**config.mk**
```make
export PLATFORM = sky130hd
export DESIGN_NAME = tl_codec
export DESIGN_NICKNAME = d
export VERILOG_FILES = /design/src/rtl/tl_codec_pkg.sv /design/src/rtl/tl_encoder.sv /design/src/rtl/tl_decoder.sv /design/src/rtl/tl_codec.sv
export SDC_FILE = /design/constraint.sdc
export NUM_CORES = 1
export LEC_CHECK = 0
export ABC_AREA = 1
export BUFFER_PORTS_ARGS = -buffer_cell sky130_fd_sc_hd__buf_2
export CORE_MARGIN = 8
export CORE_UTILIZATION = 44
export CTS_CLUSTER_DIAMETER = 40
export CTS_CLUSTER_SIZE = 16
export DETAILED_ROUTE_END_ITERATION = 16
export PLACE_DENSITY = 0.67
export SYNTH_ARGS = -nofsm -noshare
export SYNTH_HDL_FRONTEND = slang
export SYNTH_HIERARCHICAL = 1
export SYNTH_SLANG_ARGS = --single-unit
```
**constraint.sdc**
```tcl
create_clock -name clk_i -period 4.4 [get_ports clk_i]
set_clock_uncertainty 0.15 [all_clocks]
set_input_delay 0.66 -clock clk_i [delete_from_list [all_inputs] [get_ports clk_i]]
set_output_delay 0.66 -clock clk_i [all_outputs]
set_load 0.1 [all_outputs]
```
**src/rtl/tl_codec_pkg.sv**
```systemverilog
package tl_codec_pkg;
  localparam int GRP_W = 3;
  localparam int SYM_W = 2;
  localparam int PH_W  = 2;

  localparam logic [SYM_W-1:0] SYM_NEG  = 2'b11;
  localparam logic [SYM_W-1:0] SYM_ZERO = 2'b00;
  localparam logic [SYM_W-1:0] SYM_POS  = 2'b01;
  localparam logic [SYM_W-1:0] SYM_BAD  = 2'b10;

  // ternary digit 0..2 -> symbol code (-1,0,+1)
  function automatic logic [SYM_W-1:0] digit_to_sym(input logic [1:0] d);
    case (d)
      2'd0:    return SYM_NEG;
      2'd1:    return SYM_ZERO;
      default: return SYM_POS;
    endcase
  endfunction

  function automatic logic [1:0] sym_to_digit(input logic [SYM_W-1:0] s);
    case (s)
      SYM_NEG:  return 2'd0;
      SYM_ZERO: return 2'd1;
      default:  return 2'd2;
    endcase
  endfunction

  // group -> base-3 index 0..8, skipping the reserved middle index 4
  function automatic logic [3:0] grp_to_idx(input logic [GRP_W-1:0] v);
    return (v < 3'd4) ? {1'b0, v} : {1'b0, v} + 4'd1;
  endfunction

  function automatic logic [GRP_W-1:0] idx_to_grp(input logic [3:0] idx);
    logic [3:0] t;
    t = (idx < 4'd4) ? idx : idx - 4'd1;
    return t[GRP_W-1:0];
  endfunction
endpackage

```
**src/rtl/tl_encoder.sv**
```systemverilog
module tl_encoder
  import tl_codec_pkg::*;
(
  input  logic             clk_i,
  input  logic             rst_ni,
  input  logic             pam3_i,
  input  logic             valid_i,
  output logic             ready_o,
  input  logic [GRP_W-1:0] data_i,
  output logic [SYM_W-1:0] sym_o,
  output logic             frame_o
);
  localparam logic [PH_W-1:0] LAST_PAM3 = PH_W'(1);
  localparam logic [PH_W-1:0] LAST_NRZ  = PH_W'(GRP_W - 1);

  logic             busy_q, pam3_q;
  logic [GRP_W-1:0] grp_q;
  logic [PH_W-1:0]  ph_q;
  logic             last;
  logic [3:0]       idx;
  logic [1:0]       hi_d, lo_d;
  logic             nrz_bit;

  assign last    = busy_q && (ph_q == (pam3_q ? LAST_PAM3 : LAST_NRZ));
  assign ready_o = !busy_q || last;

  always_ff @(posedge clk_i or negedge rst_ni) begin
    if (!rst_ni) begin
      busy_q <= 1'b0;
      pam3_q <= 1'b0;
      grp_q  <= '0;
      ph_q   <= '0;
    end else if (valid_i && ready_o) begin
      busy_q <= 1'b1;
      pam3_q <= pam3_i;   // mode fixed per group
      grp_q  <= data_i;
      ph_q   <= '0;
    end else if (busy_q) begin
      if (last) busy_q <= 1'b0;
      else      ph_q   <= ph_q + 1'b1;
    end
  end

  always_comb begin
    idx     = grp_to_idx(grp_q);
    hi_d    = 2'(idx / 4'd3);
    lo_d    = 2'(idx % 4'd3);
    nrz_bit = grp_q[GRP_W - 1 - int'(ph_q)];
    if (!busy_q)     sym_o = SYM_ZERO;
    else if (pam3_q) sym_o = digit_to_sym(ph_q == '0 ? hi_d : lo_d);
    else             sym_o = nrz_bit ? SYM_POS : SYM_NEG;
  end

  assign frame_o = busy_q && (ph_q == '0);
endmodule

```
**src/rtl/tl_decoder.sv**
```systemverilog
module tl_decoder
  import tl_codec_pkg::*;
(
  input  logic             clk_i,
  input  logic             rst_ni,
  input  logic             pam3_i,
  input  logic             frame_i,
  input  logic [SYM_W-1:0] sym_i,
  output logic             valid_o,
  output logic [GRP_W-1:0] data_o,
  output logic             err_o
);
  localparam logic [PH_W-1:0] LAST_PAM3 = PH_W'(1);
  localparam logic [PH_W-1:0] LAST_NRZ  = PH_W'(GRP_W - 1);

  logic             col_q, pam3_q, bad_q;
  logic [PH_W-1:0]  ph_q;
  logic [SYM_W-1:0] s0_q;
  logic [GRP_W-1:0] acc_q;
  logic             bad_first, bad_next, last;
  logic [3:0]       idx;

  assign bad_first = (sym_i == SYM_BAD) || (!pam3_i && sym_i == SYM_ZERO);
  assign bad_next  = bad_q || (sym_i == SYM_BAD)
                   || (!pam3_q && sym_i == SYM_ZERO)
                   || (pam3_q && s0_q == SYM_ZERO && sym_i == SYM_ZERO);
  assign last      = ph_q == (pam3_q ? LAST_PAM3 : LAST_NRZ);
  assign idx       = 4'(sym_to_digit(s0_q)) * 4'd3 + 4'(sym_to_digit(sym_i));

  always_ff @(posedge clk_i or negedge rst_ni) begin
    if (!rst_ni) begin
      col_q   <= 1'b0;
      pam3_q  <= 1'b0;
      bad_q   <= 1'b0;
      ph_q    <= '0;
      s0_q    <= SYM_ZERO;
      acc_q   <= '0;
      valid_o <= 1'b0;
      data_o  <= '0;
      err_o   <= 1'b0;
    end else begin
      valid_o <= 1'b0;
      err_o   <= 1'b0;
      if (frame_i) begin
        col_q  <= 1'b1;
        pam3_q <= pam3_i;
        ph_q   <= PH_W'(1);
        s0_q   <= sym_i;
        bad_q  <= bad_first;
        acc_q  <= {{(GRP_W-1){1'b0}}, sym_i == SYM_POS};
      end else if (col_q) begin
        if (last) begin
          col_q   <= 1'b0;
          valid_o <= !bad_next;
          err_o   <= bad_next;
          data_o  <= pam3_q ? idx_to_grp(idx)
                            : {acc_q[GRP_W-2:0], sym_i == SYM_POS};
        end else begin
          ph_q  <= ph_q + 1'b1;
          bad_q <= bad_next;
          acc_q <= {acc_q[GRP_W-2:0], sym_i == SYM_POS};
        end
      end
    end
  end
endmodule

```
**src/rtl/tl_codec.sv**
```systemverilog
module tl_codec
  import tl_codec_pkg::*;
(
  input  logic             clk_i,
  input  logic             rst_ni,
  input  logic             enc_pam3_i,
  input  logic             in_valid_i,
  output logic             in_ready_o,
  input  logic [GRP_W-1:0] in_data_i,
  output logic [SYM_W-1:0] enc_sym_o,
  output logic             enc_frame_o,
  input  logic             dec_pam3_i,
  input  logic             dec_frame_i,
  input  logic [SYM_W-1:0] dec_sym_i,
  output logic             out_valid_o,
  output logic [GRP_W-1:0] out_data_o,
  output logic             out_err_o
);
  tl_encoder u_enc (
    .clk_i   (clk_i),
    .rst_ni  (rst_ni),
    .pam3_i  (enc_pam3_i),
    .valid_i (in_valid_i),
    .ready_o (in_ready_o),
    .data_i  (in_data_i),
    .sym_o   (enc_sym_o),
    .frame_o (enc_frame_o)
  );

  tl_decoder u_dec (
    .clk_i   (clk_i),
    .rst_ni  (rst_ni),
    .pam3_i  (dec_pam3_i),
    .frame_i (dec_frame_i),
    .sym_i   (dec_sym_i),
    .valid_o (out_valid_o),
    .data_o  (out_data_o),
    .err_o   (out_err_o)
  );
endmodule

```
; ---- Yosys cells after proc, flatten, opt, wreduce, memory -nomap -nowiden
; Cells that the tools add are included.
[classes]
addsub = 6
n_mul = 1
n_div = 2
n_lt_le_gt_ge = 3
n_eq_ne = 9
muxes = 39
n_bitwise = 1
n_reduce_logical = 25
[op_table]
columns = operator, n
row1 = $lt A32 B4 Y1 const B, 1
row2 = $mux W2, 15
row3 = $mux W1, 17
row4 = $pmux W2 S2, 3
row5 = $logic_not A2 Y1, 4
row6 = $logic_and A1 B1 Y1, 7
row7 = $eq A2 B2 Y1 const B, 3
row8 = $mux W3, 2
row9 = $logic_or A1 B1 Y1, 5
row10 = $add A2 B1 Y2 const B, 2
row11 = $add A3 B1 Y4 const B, 1
row12 = $add A4 B2 Y4, 1
row13 = $div A4 B2 Y4 const B, 1
row14 = $eq A2 B1 Y1 const B, 2
row15 = $eq A2 B2 Y1, 2
row16 = $logic_not A1 Y1, 4
row17 = $lt A4 B3 Y1 const B, 1
row18 = $mod A4 B2 Y4 const B, 1
row19 = $mul A2 B2 Y4 const B, 1
row20 = $mux W4, 1
row21 = $ne A2 B2 Y1 const B, 2
row22 = $reduce_and A2 Y1, 2
row23 = $reduce_bool A2 Y1, 2
row24 = $lt A3 B3 Y1 const B, 1
row25 = 5 further kinds, 5
[totals]
regBits = 21
input_bits = 11
output_inout_bits = 9
elab_cells = 99

; ---- Depth between registers and ports, before layout
[depth]
ltp_word = 8
mapped_depth = 16
ltp_nobuf = 16

; ---- Modules after synthesis
; The synthesis kept the hierarchy.
[by_module_without_submodules]
columns = module, n_inst, cells_each, area_per_inst_um2, seq_area_each_um2
row1 = tl_decoder, 1, 117, 893.4, 350.3
row2 = tl_encoder, 1, 88, 610.6, 175.2

; ---- Least setup slack after synthesis
; No wires, ideal clock.
[synth_path]
path_type = reg-to-output
startpoint = register u_enc.grp_q[1]
endpoint = output enc_sym_o[0]
arrival_ns = 2.451
required_time_ns = 3.590
slack_ns = 1.139
stages_incl_launch_ff = 13
path_buffers = 0
cell_sequence = dfrtp_1 > ha_1 > nand4_1 > nand3_1 > nand2_1 > ha_1 > inv_1 > nand2_1 > inv_2 > nand3_1 > nand3_2 > nand2_2 > a21oi_2
[synth_via]
elab_chain_cells = 8
elab_cells_between_ends = 11
cone_classes = add/sub (1) / div (2) / order compare (1) / eq/ne (1) / mux (5) / reduce/logical (1)
[synth_rtl]
columns = item, line
row1 = start: declaration, tl_encoder.sv:17  ; logic [GRP_W-1:0] grp_q;
row2 = start signal: assignment, tl_encoder.sv:36  ; grp_q <= data_i;
row3 = $add A3 B1 Y4 or $lt A3 B3 Y1 (tied branches), tl_codec_pkg.sv:30  ; return (v < 3'd4) ? {1'b0, v} : {1'b0, v} + 4'd1;
row4 = $mux W4 *, tl_codec_pkg.sv:30
row5 = $mod A4 B2 Y4 or $div A4 B2 Y4 (tied branches), "tl_encoder.sv:47, tl_encoder.sv:46"
row6 = $mux W2 *, tl_encoder.sv:50  ; else if (pam3_q) sym_o = digit_to_sym(ph_q == '0 ? hi_d : lo_d);
row7 = $eq A2 B1 Y1 or $logic_not A2 Y1 (tied branches), tl_codec_pkg.sv:13  ; case (d)
row8 = $pmux W2 S2 *, tl_codec_pkg.sv:13
row9 = $mux W2 *, tl_encoder.sv:50
row10 = $mux W2 *, tl_encoder.sv:49  ; if (!busy_q) sym_o = SYM_ZERO;
row11 = end: declaration, tl_codec.sv:10  ; output logic [SYM_W-1:0] enc_sym_o,
; Every way passes the cells marked *; elsewhere a longest branch is shown, timed or not.

; ---- Worst setup path in the final report
[layout_path]
startpoint = register u_enc.grp_q[1]
endpoint = output enc_sym_o[1]
[layout_via]
elab_chain_cells = 8
elab_cells_between_ends = 15
cone_classes = add/sub (1) / div (2) / order compare (1) / eq/ne (1) / mux (9) / reduce/logical (1)
[layout_rtl]
columns = item, line
row1 = $add A3 B1 Y4 or $lt A3 B3 Y1 (tied branches), tl_codec_pkg.sv:30
row2 = $mux W4, tl_codec_pkg.sv:30
row3 = $mod A4 B2 Y4 or $div A4 B2 Y4 (tied branches), "tl_encoder.sv:47, tl_encoder.sv:46"
row4 = $mux W2, tl_encoder.sv:50
row5 = $eq A2 B1 Y1 or $logic_not A2 Y1 (tied branches), tl_codec_pkg.sv:13
row6 = $pmux W2 S2, tl_codec_pkg.sv:13
row7 = $mux W2 *, tl_encoder.sv:50
row8 = $mux W2 *, tl_encoder.sv:49
; Every way passes the cells marked *; elsewhere a longest branch is shown, timed or not. The select of a mux whose other input is x is not followed.

==> results by group <==
STA
  – Slew Limit Fails: 0
  – RSZ-0062 raised after global routing: false
  – FMAX: 0.296 GHz
  – # setup viols final: 0
  – Worst-Margin Slew: 0.488 ns
  – Setup TNS: 0 ns
  – Fin crit share: 0.768
  – Post-layout min period: 3.38 ns
  – Final Hold Vio Count: 0
  – Worst rel slew slack: 0.677

Floorplan
  – Area of the core: 0.00331 sq mm
  – # rows: 21
  – Initial core utilization: 0.454
  – Die Area: 0.00555 sq mm
  – Die height: 74.5 um
  – Die Width: 74.5 um
  – I/O pin cnt: 20

Setup path
  – Crit path required time: 3.59 ns
  – Top delay family on crit path: simple AND/OR/NAND/NOR gates
  – Crit path kind: register to output pin
  – Cell mode on critical path: nand2_1
  – Slowest-stage cell, CP: dfrtp_1
  – Max incr delay on CP: 0.47 ns
  – Cell breakdown of the critical path: ha_1 -> nand4_1 -> nand3_1 -> nand2_1 -> ha_1 -> inv_1 -> nand2_1 -> inv_2 -> nand2_2 -> nand2_1 -> nand3_2 -> nand3_1 -> nand2_1 -> inv_1 -> buf_2
  – WP data arrival: 2.57 ns
  – Critical Path Start Type: register
  – Worst Path Buf+Inv: 4
  – Crit path capture type: output pin
  – Critical path fanouts, max: 7

Finish
  – Area Growth Syn to Fin: 11.4%
  – N_diodes: 0
  – # nets final: 253
  – Share of layout cells above drive strength 1: 0.211
  – Fill cell count: 341

Logic synthesis
  – EDFF count, synth: 0
  – Post-Synth XOR/XNOR Area: 0.00582
  – Post-synthesis sequential area ratio: 0.349
  – Synth Area per Inst: 7.34 sq um
  – Count leader, synth: nand2_1
  – Seq cells post-synth: 21
  – Mapped Area: 0.00150 sq mm
  – Post-Synthesis Cells: 205
  – Syn Nets: 230
  – Synthesized-area fraction occupied by adder cells: 0.121
  – Synth Flop Type: dfrtp_1
  – Multiplexer area fraction after synthesis: 0.00749
  – Synth Area in Compound Gates: 0.0790
  – Synth Area in Simple Gates: 0.338
  – Main combinational cell family by area after synthesis: simple AND/OR/NAND/NOR gates
  – Synth top area cells: dfrtp_1, nand2_1, ha_1
  – Commonest cells in the netlist: nand2_1, inv_1, dfrtp_1
  – Area share of the leading cell type in the synthesized netlist: 0.349
  – Synth warn: 6
  – Distinct cell type count of the synthesized netlist: 23
  – FFs w/ async S/R, synth: 1.00
  – Cell taking the most area after synthesis: dfrtp_1

CTS
  – CTS tree: built
  – # H-tree levels: 1
  – Num CTS Buffers: 3
  – Worst-case clock buffer depth: 2
  – Post-CTS repair timing setup buffer count: 0
  – CTS Sinks: 21
  – PostCTS Resize Cnt: 0
  – Cts hold-fix bufs: 0
  – Worst-path clk slew: 0.11 ns
  – Worst-skew pair later-pin latency: 0.29 ns
  – CTS root buf: clkbuf_4

Drt
  – Wirelength per Cell: 10.5 um
  – DR iter-0 viols: 59
  – Routed vias: 1277
  – DR DRC count: 0
  – Via density: 4.68
  – Drt total wl: 2.85 mm
  – Pre-Repair DR Iteration Count: 4
  – ANT nets after route: 0

Placement
  – Final Wtd Congestion: 0.768
  – Half-perimeter wire length after placement: 2.32 mm
  – PortBufs: 19

Global routing
  – Final global-route overflow total: 0
  – Overall routing resource usage: 0.112
  – Initial antenna violation count: 0
  – First-pass GRT wire length: 4.91 mm
  – Vias in the first global route: 1186
  – Pin count of the biggest net entering global routing: 22

Run status
  – Status: finished, final reports clean

Min path
  – Hold Crit Class: primary input to async pin

Flow run
  – Max_cap viols: 0
worst register-to-register path: cells and delay by family (launching register included):
family / cells / cell delay (ns)
buffers and inverters: 3 / 0.23
adders and majority gates: 4 / 1.04
DFF: 1 / 0.39
and+or+nand+nor: 6 / 0.40
state kept, by name, summed over array words and instances, names as in the netlist:
register       count
u_dec/bad_q        1
u_dec/acc_q        2
u_dec/valid_o      1
u_dec/err_o        1
u_dec/ph_q         2
u_dec/s0_q         2
u_enc/ph_q         2
u_dec/data_o       3
u_enc/grp_q        3
u_dec/col_q        1
u_enc/busy_q       1
u_dec/pam3_q       1
u_enc/pam3_q       1
layout by cell type (no fill, tap or decap), types with 2 or more instances in the layout:
cell / count
nand3_2: 4
o21ai_0: 9
nand2_1: 66
nand2_2: 9
ha_1: 13
nand3_1: 15
nor2_1: 9
inv_2: 3
buf_2: 19
inv_1: 33
nor2_2: 4
a21oi_2: 2
nand4_1: 3
a21oi_1: 5
dfrtp_1: 21
clkbuf_4: 3
per-layer routing:
layer	up-vias	part of all wire	GRT usage
met3	2	0.039	0.0337
met2	19	0.45	0.182
met1	570	0.51	0.142
met5	-	0	0
met4	0	0.0056	0.0196
li1	686	-	-
cell type report:
class / count / area [sq um] / area share
multi-input cells: 146 / 830 / 0.495
clock buffers: 4 / 26.3 / 0.0157
repair buffers: 19 / 95.1 / 0.0568
well taps: 46 / 57.6 / 0.0344
flip-flops and latches: 21 / 526 / 0.314
inverters: 37 / 141 / 0.0844
path summary, 6_finish.rpt:
check	from	end	slack (ns)	cells after the start
min in group clk_i	u_dec/acc_q[1]$_DFFE_PN0P_	u_dec/acc_q[1]$_DFFE_PN0P_	0.34	2
min	rst_ni	u_dec/data_o[1]$_DFFE_PN0P_	0.15	1
max	u_enc/grp_q[1]$_DFFE_PN0P_	enc_sym_o[1]	1.02	15
max reg2reg	u_dec/s0_q[1]$_DFFE_PN0P_	u_dec/data_o[1]$_DFFE_PN0P_	2.09	13
min reg2reg	u_dec/acc_q[1]$_DFFE_PN0P_	u_dec/acc_q[1]$_DFFE_PN0P_	0.34	2
max in group asynchronous	rst_ni	u_enc/busy_q$_DFF_PN0_	3.64	1
cells by family after synthesis:
| family | count (synthesis) |
|---|---|
| compound gates | 19 |
| xor+xnor | 1 |
| fa+ha+maj | 14 |
| buf+inv | 38 |
| flops | 21 |
| mux | 1 |
| simple gates | 111 |
through the flow:
| step | setup slack [ns] | util | hold slack [ns] | cells | area, sq um |
|---|---|---|---|---|---|
| after floorplan | 1.14 | - | 0.214 | 205 | 1500 |
| after global placement | 1.37 | 0.498 | 0.310 | 269 | 1650 |
| after detailed placement | 1.34 | 0.498 | 0.313 | 269 | 1650 |
| after CTS | 0.995 | 0.506 | 0.145 | 273 | 1680 |
| after global routing | 0.738 | 0.506 | 0.159 | 273 | 1680 |
| final | 1.02 | 0.506 | 0.150 | 273 | 1680 |
Power is not shown: default switching activity piles up to over one toggle a cycle in this logic, so the estimate is an artifact.
